[src/rtl/spi_port_pkg.sv]
package spi_port_pkg;
  localparam int unsigned DATA_W = 8;

  localparam logic [3:0] MODE_M_DIV4   = 4'b0000;
  localparam logic [3:0] MODE_M_DIV16  = 4'b0001;
  localparam logic [3:0] MODE_M_DIV64  = 4'b0010;
  localparam logic [3:0] MODE_M_TMR    = 4'b0011;
  localparam logic [3:0] MODE_S_SEL    = 4'b0100;
  localparam logic [3:0] MODE_S_NOSEL  = 4'b0101;

  localparam int unsigned SCK_DIV_FAST = 4;
  localparam int unsigned SCK_DIV_MID  = 16;
  localparam int unsigned SCK_DIV_SLOW = 64;

  function automatic logic is_master(input logic [3:0] m);
    return m[3:2] == 2'b00;
  endfunction

  function automatic logic is_slave(input logic [3:0] m);
    return (m == MODE_S_SEL) || (m == MODE_S_NOSEL);
  endfunction
endpackage

[src/rtl/spi_port_sync.sv]
module spi_port_sync #(
  parameter int unsigned WIDTH = 3,
  parameter int unsigned STAGES = 2,
  parameter logic [WIDTH-1:0] RST_VAL = '0
) (
  input  logic             clk_i,
  input  logic             rst_ni,
  input  logic [WIDTH-1:0] d_i,
  output logic [WIDTH-1:0] q_o
);
  logic [STAGES-1:0][WIDTH-1:0] stg_q;

  generate
    for (genvar s = 0; s < STAGES; s++) begin : g_stage
      always_ff @(posedge clk_i or negedge rst_ni) begin
        if (!rst_ni) stg_q[s] <= RST_VAL;
        else if (s == 0) stg_q[s] <= d_i;
        else stg_q[s] <= stg_q[(s == 0) ? 0 : s-1];
      end
    end
  endgenerate

  assign q_o = stg_q[STAGES-1];
endmodule

[src/rtl/spi_port_clkgen.sv]
module spi_port_clkgen
  import spi_port_pkg::*;
(
  input  logic       clk_i,
  input  logic       rst_ni,
  input  logic       run_i,
  input  logic [1:0] sel_i,
  input  logic       tmr_tick_i,
  output logic       half_tick_o
);
  localparam int unsigned HALF_MAX = SCK_DIV_SLOW / 2;
  localparam int unsigned CW = $clog2(HALF_MAX);
  localparam logic [CW-1:0] LIM_FAST = CW'(SCK_DIV_FAST / 2 - 1);
  localparam logic [CW-1:0] LIM_MID  = CW'(SCK_DIV_MID / 2 - 1);
  localparam logic [CW-1:0] LIM_SLOW = CW'(SCK_DIV_SLOW / 2 - 1);

  logic [CW-1:0] cnt_q, lim;
  logic          wrap;

  always_comb begin
    case (sel_i)
      2'd0:    lim = LIM_FAST;
      2'd1:    lim = LIM_MID;
      default: lim = LIM_SLOW;
    endcase
  end

  assign wrap = (cnt_q == lim);

  always_ff @(posedge clk_i or negedge rst_ni) begin
    if (!rst_ni) cnt_q <= '0;
    else if (!run_i || sel_i == 2'd3 || wrap) cnt_q <= '0;
    else cnt_q <= cnt_q + 1'b1;
  end

  assign half_tick_o = run_i && ((sel_i == 2'd3) ? tmr_tick_i : wrap);
endmodule

[src/rtl/spi_port_shift.sv]
module spi_port_shift #(
  parameter int unsigned W = 8
) (
  input  logic         clk_i,
  input  logic         rst_ni,
  input  logic         clr_i,
  input  logic         load_i,
  input  logic [W-1:0] load_data_i,
  input  logic         start_on_load_i,
  input  logic         lead_i,
  input  logic         trail_i,
  input  logic         sdi_i,
  output logic         active_o,
  output logic         done_o,
  output logic         sdo_o,
  output logic [W-1:0] rx_o
);
  localparam int unsigned CNTW = $clog2(W);
  localparam logic [CNTW-1:0] LAST = CNTW'(W - 1);

  logic [W-1:0]    sr_q;
  logic [CNTW-1:0] cnt_q;
  logic            active_q, done_q, sdo_q;
  logic            last_trail;

  assign last_trail = trail_i && active_q && (cnt_q == LAST);

  always_ff @(posedge clk_i or negedge rst_ni) begin
    if (!rst_ni) begin
      sr_q     <= '0;
      cnt_q    <= '0;
      active_q <= 1'b0;
      done_q   <= 1'b0;
      sdo_q    <= 1'b0;
    end else if (clr_i) begin
      cnt_q    <= '0;
      active_q <= 1'b0;
      done_q   <= 1'b0;
    end else begin
      done_q <= last_trail;
      if (load_i && !active_q) begin
        sr_q  <= load_data_i;
        cnt_q <= '0;
        if (start_on_load_i) active_q <= 1'b1;
      end
      if (lead_i) begin
        active_q <= 1'b1;
        sdo_q    <= sr_q[W-1];
      end
      if (trail_i && active_q) begin
        sr_q <= {sr_q[W-2:0], sdi_i};
        if (last_trail) begin
          cnt_q    <= '0;
          active_q <= 1'b0;
        end else begin
          cnt_q <= cnt_q + 1'b1;
        end
      end
    end
  end

  assign active_o = active_q;
  assign done_o   = done_q;
  assign sdo_o    = sdo_q;
  assign rx_o     = sr_q;
endmodule

[src/rtl/spi_port.sv]
module spi_port
  import spi_port_pkg::*;
(
  input  logic              clk_i,
  input  logic              rst_ni,
  input  logic              en_i,
  input  logic [3:0]        mode_i,
  input  logic              cpol_i,
  input  logic              buf_wr_i,
  input  logic [DATA_W-1:0] buf_wdata_i,
  input  logic              buf_rd_i,
  output logic [DATA_W-1:0] buf_rdata_o,
  input  logic              clr_wcol_i,
  input  logic              clr_ovf_i,
  input  logic              tmr_tick_i,
  output logic              wcol_o,
  output logic              ovf_o,
  output logic              buf_full_o,
  output logic              busy_o,
  input  logic              sck_i,
  output logic              sck_o,
  output logic              sck_oe_o,
  input  logic              sdi_i,
  output logic              sdo_o,
  output logic              sdo_oe_o,
  input  logic              ss_ni
);
  localparam int unsigned SYNC_STAGES = 2;
  localparam int unsigned PIN_W = 3;

  logic [PIN_W-1:0] pin_s;
  logic sck_s, sdi_s, ss_s, sck_prev_q;
  logic role_m, role_s, sel_used, sel_ok;
  logic core_active, core_done, core_sdo, core_clr, core_load;
  logic [DATA_W-1:0] core_rx;
  logic half_tick, sck_lvl_q, m_run;
  logic m_lead, m_trail, s_edge, s_lead, s_trail;
  logic busy, wr_hit;
  logic [DATA_W-1:0] buf_q;
  logic full_q, wcol_q, ovf_q;

  spi_port_sync #(
    .WIDTH  (PIN_W),
    .STAGES (SYNC_STAGES),
    .RST_VAL(3'b100)
  ) i_sync (
    .clk_i (clk_i),
    .rst_ni(rst_ni),
    .d_i   ({ss_ni, sdi_i, sck_i}),
    .q_o   (pin_s)
  );

  assign sck_s = pin_s[0];
  assign sdi_s = pin_s[1];
  assign ss_s  = pin_s[2];

  assign role_m   = en_i && is_master(mode_i);
  assign role_s   = en_i && is_slave(mode_i);
  assign sel_used = (mode_i == MODE_S_SEL);
  assign sel_ok   = role_s && (!sel_used || !ss_s);

  // master clock
  assign m_run = role_m && core_active;

  spi_port_clkgen i_clkgen (
    .clk_i      (clk_i),
    .rst_ni     (rst_ni),
    .run_i      (m_run),
    .sel_i      (mode_i[1:0]),
    .tmr_tick_i (tmr_tick_i),
    .half_tick_o(half_tick)
  );

  always_ff @(posedge clk_i or negedge rst_ni) begin
    if (!rst_ni) sck_lvl_q <= 1'b0;
    else if (!m_run) sck_lvl_q <= cpol_i;
    else if (half_tick) sck_lvl_q <= ~sck_lvl_q;
  end

  assign m_lead  = m_run && half_tick && (sck_lvl_q == cpol_i);
  assign m_trail = m_run && half_tick && (sck_lvl_q != cpol_i);

  // slave edge detect
  always_ff @(posedge clk_i or negedge rst_ni) begin
    if (!rst_ni) sck_prev_q <= 1'b0;
    else sck_prev_q <= sck_s;
  end

  assign s_edge  = sel_ok && (sck_s != sck_prev_q);
  assign s_lead  = s_edge && (sck_s != cpol_i);
  assign s_trail = s_edge && (sck_s == cpol_i);

  // shift core
  assign busy      = core_active || core_done;
  assign wr_hit    = buf_wr_i && (role_m || role_s);
  assign core_load = wr_hit && !busy;
  assign core_clr  = !(role_m || role_s) || (role_s && sel_used && ss_s);

  spi_port_shift #(.W(DATA_W)) i_shift (
    .clk_i          (clk_i),
    .rst_ni         (rst_ni),
    .clr_i          (core_clr),
    .load_i         (core_load),
    .load_data_i    (buf_wdata_i),
    .start_on_load_i(role_m),
    .lead_i         (m_lead || s_lead),
    .trail_i        (m_trail || s_trail),
    .sdi_i          (role_m ? sdi_i : sdi_s),
    .active_o       (core_active),
    .done_o         (core_done),
    .sdo_o          (core_sdo),
    .rx_o           (core_rx)
  );

  // buffer and flags
  always_ff @(posedge clk_i or negedge rst_ni) begin
    if (!rst_ni) begin
      buf_q  <= '0;
      full_q <= 1'b0;
      ovf_q  <= 1'b0;
    end else begin
      if (core_load) buf_q <= buf_wdata_i;
      if (core_done) begin
        if (role_s && full_q) begin
          ovf_q <= 1'b1;
        end else begin
          buf_q  <= core_rx;
          full_q <= 1'b1;
        end
      end else begin
        if (buf_rd_i) full_q <= 1'b0;
        if (clr_ovf_i) ovf_q <= 1'b0;
      end
    end
  end

  always_ff @(posedge clk_i or negedge rst_ni) begin
    if (!rst_ni) wcol_q <= 1'b0;
    else if (wr_hit && busy) wcol_q <= 1'b1;
    else if (clr_wcol_i) wcol_q <= 1'b0;
  end

  assign buf_rdata_o = buf_q;
  assign buf_full_o  = full_q;
  assign wcol_o      = wcol_q;
  assign ovf_o       = ovf_q;
  assign busy_o      = busy;
  assign sck_o       = sck_lvl_q;
  assign sck_oe_o    = role_m;
  assign sdo_o       = core_sdo;
  assign sdo_oe_o    = role_m || sel_ok;
endmodule

[config.mk]
export PLATFORM = sky130hd
export DESIGN_NAME = spi_port
export DESIGN_NICKNAME = d
export VERILOG_FILES = /design/src/rtl/spi_port_pkg.sv /design/src/rtl/spi_port_sync.sv /design/src/rtl/spi_port_clkgen.sv /design/src/rtl/spi_port_shift.sv /design/src/rtl/spi_port.sv
export SDC_FILE = /design/constraint.sdc
export NUM_CORES = 1
export LEC_CHECK = 0
export ABC_AREA = 1
export BUFFER_PORTS_ARGS = -buffer_cell sky130_fd_sc_hd__buf_2
export CAP_MARGIN = 5
export CORE_ASPECT_RATIO = 1.2
export CORE_UTILIZATION = 30
export CTS_BUF_LIST = sky130_fd_sc_hd__clkbuf_8
export CTS_CLUSTER_SIZE = 16
export DETAILED_ROUTE_END_ITERATION = 7
export PLACE_DENSITY_LB_ADDON = 0.2
export SLEW_MARGIN = 15
export SYNTH_ARGS = -nofsm -noshare
export SYNTH_HDL_FRONTEND = slang
export SYNTH_SLANG_ARGS = --single-unit
[constraint.sdc]
create_clock -name clk_i -period 2.02 [get_ports clk_i]
set_clock_uncertainty 0.2 [all_clocks]
set_input_delay 0.404 -clock clk_i [delete_from_list [all_inputs] [get_ports clk_i]]
set_output_delay 0.404 -clock clk_i [all_outputs]
set_load 0.01 [all_outputs]
==> impl_metrics.ini <==
[outcome]
outcome = finished, final reports clean

[synth]
syn_area_per_cell_um2 = 8.64
synth_area_leader_cell = dfrtp_1
synth_mux_area_frac = 0
synthTopCellsByArea = dfrtp_1, nand2_1, nand3_1
synth-seq-cells = 38
ys_warn_count = 0
synthAdderAreaFrac = 0.0191
netlist_area_mm2 = 0.00196
synth-main-ff-cell = dfrtp_1
synth_cells = 227
synth_top_cell_area_share = 0.459
synth.most_common_cell = nand2_1
synth_common_cells = nand2_1, dfrtp_1, nand3_1, nor2_1, inv_1
synth_compound_area_frac = 0.0689
synthSimpleGateAreaFrac = 0.348
synth_nets = 254
synth_edf_count = 0
synth-seq-area-share = 0.486
async_flop_share = 1.00
synth-xor-area-share = 0.0268
yosysUniqueCellTypes = 32
synth_top_family_by_area = simple AND/OR/NAND/NOR gates

[worst_hold_path]
min_from = ss_ni
hp-class = input pin to flop

[worst_setup_path]
path_buf_inv = 1
critPathLaunchType = flop
endpoint_kind = output pin
crit_start = i_sync.q_o[2]$_DFF_PN1_
path_delay_family = flip-flops
max_stage_delay_ps = 530
path_cells = nand3_1 > o21ai_2 > nand2_2 > buf_2
cp.required_ps = 1420
critPathMaxFanout = 2
reg2reg_from = i_sync.q_o[2]$_DFF_PN1_
crit_path_top_delay_cell = dfstp_2
arrival_ps = 1320
setup.worst_path.class = flop to output pin

[detailed_routing]
wl_per_cell_um = 11.6
dr.first_iter.drc_count = 69
ant_nets = 0
wl_met1_um = 2070
dr_wl_met3_um = 144
drc_errors = 0
wl_met2_um = 1980
drt_wl_total_um = 4260
via_count = 1623
routed.top_layer = met4
drt_first_pass_iters = 4
via_per_inst = 4.41

[sta]
min_period_ps = 1930
tightest_slew_ps = 493
post-route-period-util = 0.955
fmax_mhz = 519
maxSlewHeadroom = 0.671
hold_viol_final = 0
worst_slack_ps = 91.9
setup_viol = 0
finalSetupTns_ps = 0
drv_slew = 0

[final_layout]
fin_util = 0.399
fillers = 639
final_area_mm2 = 0.00246
regArea_um2 = 953
final_nets = 312
multi_input_area_um2 = 910
diodes = 0
areaGrowthSynthToFinish_pct = 25.6
layout-drive-gt1-share = 0.329

[clock_tree]
clk_pin_slew_worst_paths_ps = 70
root_buffer = clkbuf_8
clock_latency_ps = 280
cts.sinks = 38
cts_buffers = 5
cts_tree = done
h-tree-depth = 2
clk_path_buf_depth = 2

[global_route]
grt_overflow = 0
grt_pass1_vias = 1505
grt_usage = 0.134
grt_max_degree = 39
antenna_found_initial = 0
grt_pass1_wl_um = 7000

[flow_run]
maxCapViolations = 0

[floorplan]
start_util = 0.318
die_h_um = 90.6
die_area_mm2 = 0.00687
io-pin-count = 40
core-area_mm2 = 0.00617
fp-row-count = 31
die_x_um = 75.8

[power]
vdd_drop_max_v = 0.000233
power_density_mw_per_mm2 = 690
power.total_mw = 1.70
leakagePower_nw = 1.26

[placed_design]
placed_cell_area_mm2 = 0.00231
dp_hpwl_um = 3220
gp_congestion = 0.797
place_ws_ps = 35.0
numPortBuffers = 39
## cells by family after synthesis
kind of cell	count (synthesis)
compound gates	19
xor+xnor	6
fa+ha+maj	3
buf+inv	23
flops	38
simple gates	138
## cell type report
class | count | share of cell area
sequential | 38 | 0.387
multi-input combinational | 166 | 0.369
timing repair buffer | 55 | 0.134
tap | 82 | 0.0416
clock buffer | 6 | 0.0335
inverter | 19 | 0.0310
clock inverter | 2 | 0.00356
## placed cells by master, fill, tap and decap left out, types with 2 or more instances in the layout
cell	count
a31oi_1	9
buf_2	39
nand4_1	8
nand2_1	73
xnor2_1	4
xor2_1	2
nand2_2	5
buf_4	14
nand3_1	19
nor2_4	2
nand3_2	6
o21ai_2	2
nand2_4	2
nor2_1	17
dfrtp_1	36
inv_2	5
nor2_2	3
o21ai_0	3
inv_1	13
ha_1	3
dfstp_2	2
clkbuf_8	6
## state kept, by name, indices dropped and copies added (netlist names)
| register | cells |
|---|---|
| i_shift.active_o | 1 |
| i_shift.sdo_o | 1 |
| sck_prev_q | 1 |
| i_shift.done_o | 1 |
| i_clkgen.cnt_q | 5 |
| i_sync.q_o | 3 |
| ovf_o | 1 |
| i_sync.stg_q | 3 |
| buf_full_o | 1 |
| i_shift.cnt_q | 3 |
| sck_o | 1 |
| wcol_o | 1 |
| buf_rdata_o | 8 |
| i_shift.rx_o | 8 |
## worst paths after layout
check | endpoint | slack [ps] | depth (start not counted)
max in group asynchronous | i_shift.cnt_q[1]$_DFFE_PN0P_ | 780 | 3
max | sdo_oe_o | 90 | 4
min in group asynchronous | i_clkgen.cnt_q[2]$_DFF_PN0_ | 490 | 3
min | i_sync.stg_q[2]$_DFF_PN1_ | 10 | 1
min reg2reg | i_sync.q_o[1]$_DFF_PN0_ | 150 | 0
max reg2reg | i_shift.rx_o[7]$_DFFE_PN0P_ | 170 | 11
## power by group
group	internal (mW)	total [mW]	switching, mW
registers	0.848	0.909	0.0613
logic	0.111	0.257	0.145
clock network	0.270	0.533	0.263
total	1.23	1.70	0.469
## stage by stage
step	std cells	hold slack [ps]
3_3_place_gp	354	132
3_5_place_dp	354	140
2_1_floorplan	227	-91.6
6_report	368	14.0
5_1_grt	368	3.68
4_1_cts	365	7.14
## worst register-to-register path, delay by kind of cell (launching register included)
family / cells / cell delay, ps
compound gates: 2 / 210
simple gates: 7 / 510
buf+inv: 2 / 290
flops: 1 / 530
## per-layer routing
layer,global-route usage,vias to the layer above
li1,-,856
met1,0.181,729
met2,0.209,32
met3,0.0234,6
met4,0.0463,0
met5,0,-
## repair_timing
item                                    in CTS  in global routing
resized for setup                            1                  0
endpoints found under the hold margin       36                  0
endpoints found under the setup margin       1                  6
hold buffers                                 1                  0
setup buffers                                2                  3
pin swaps                                    2                  3
(Power assumes the default switching activity.)
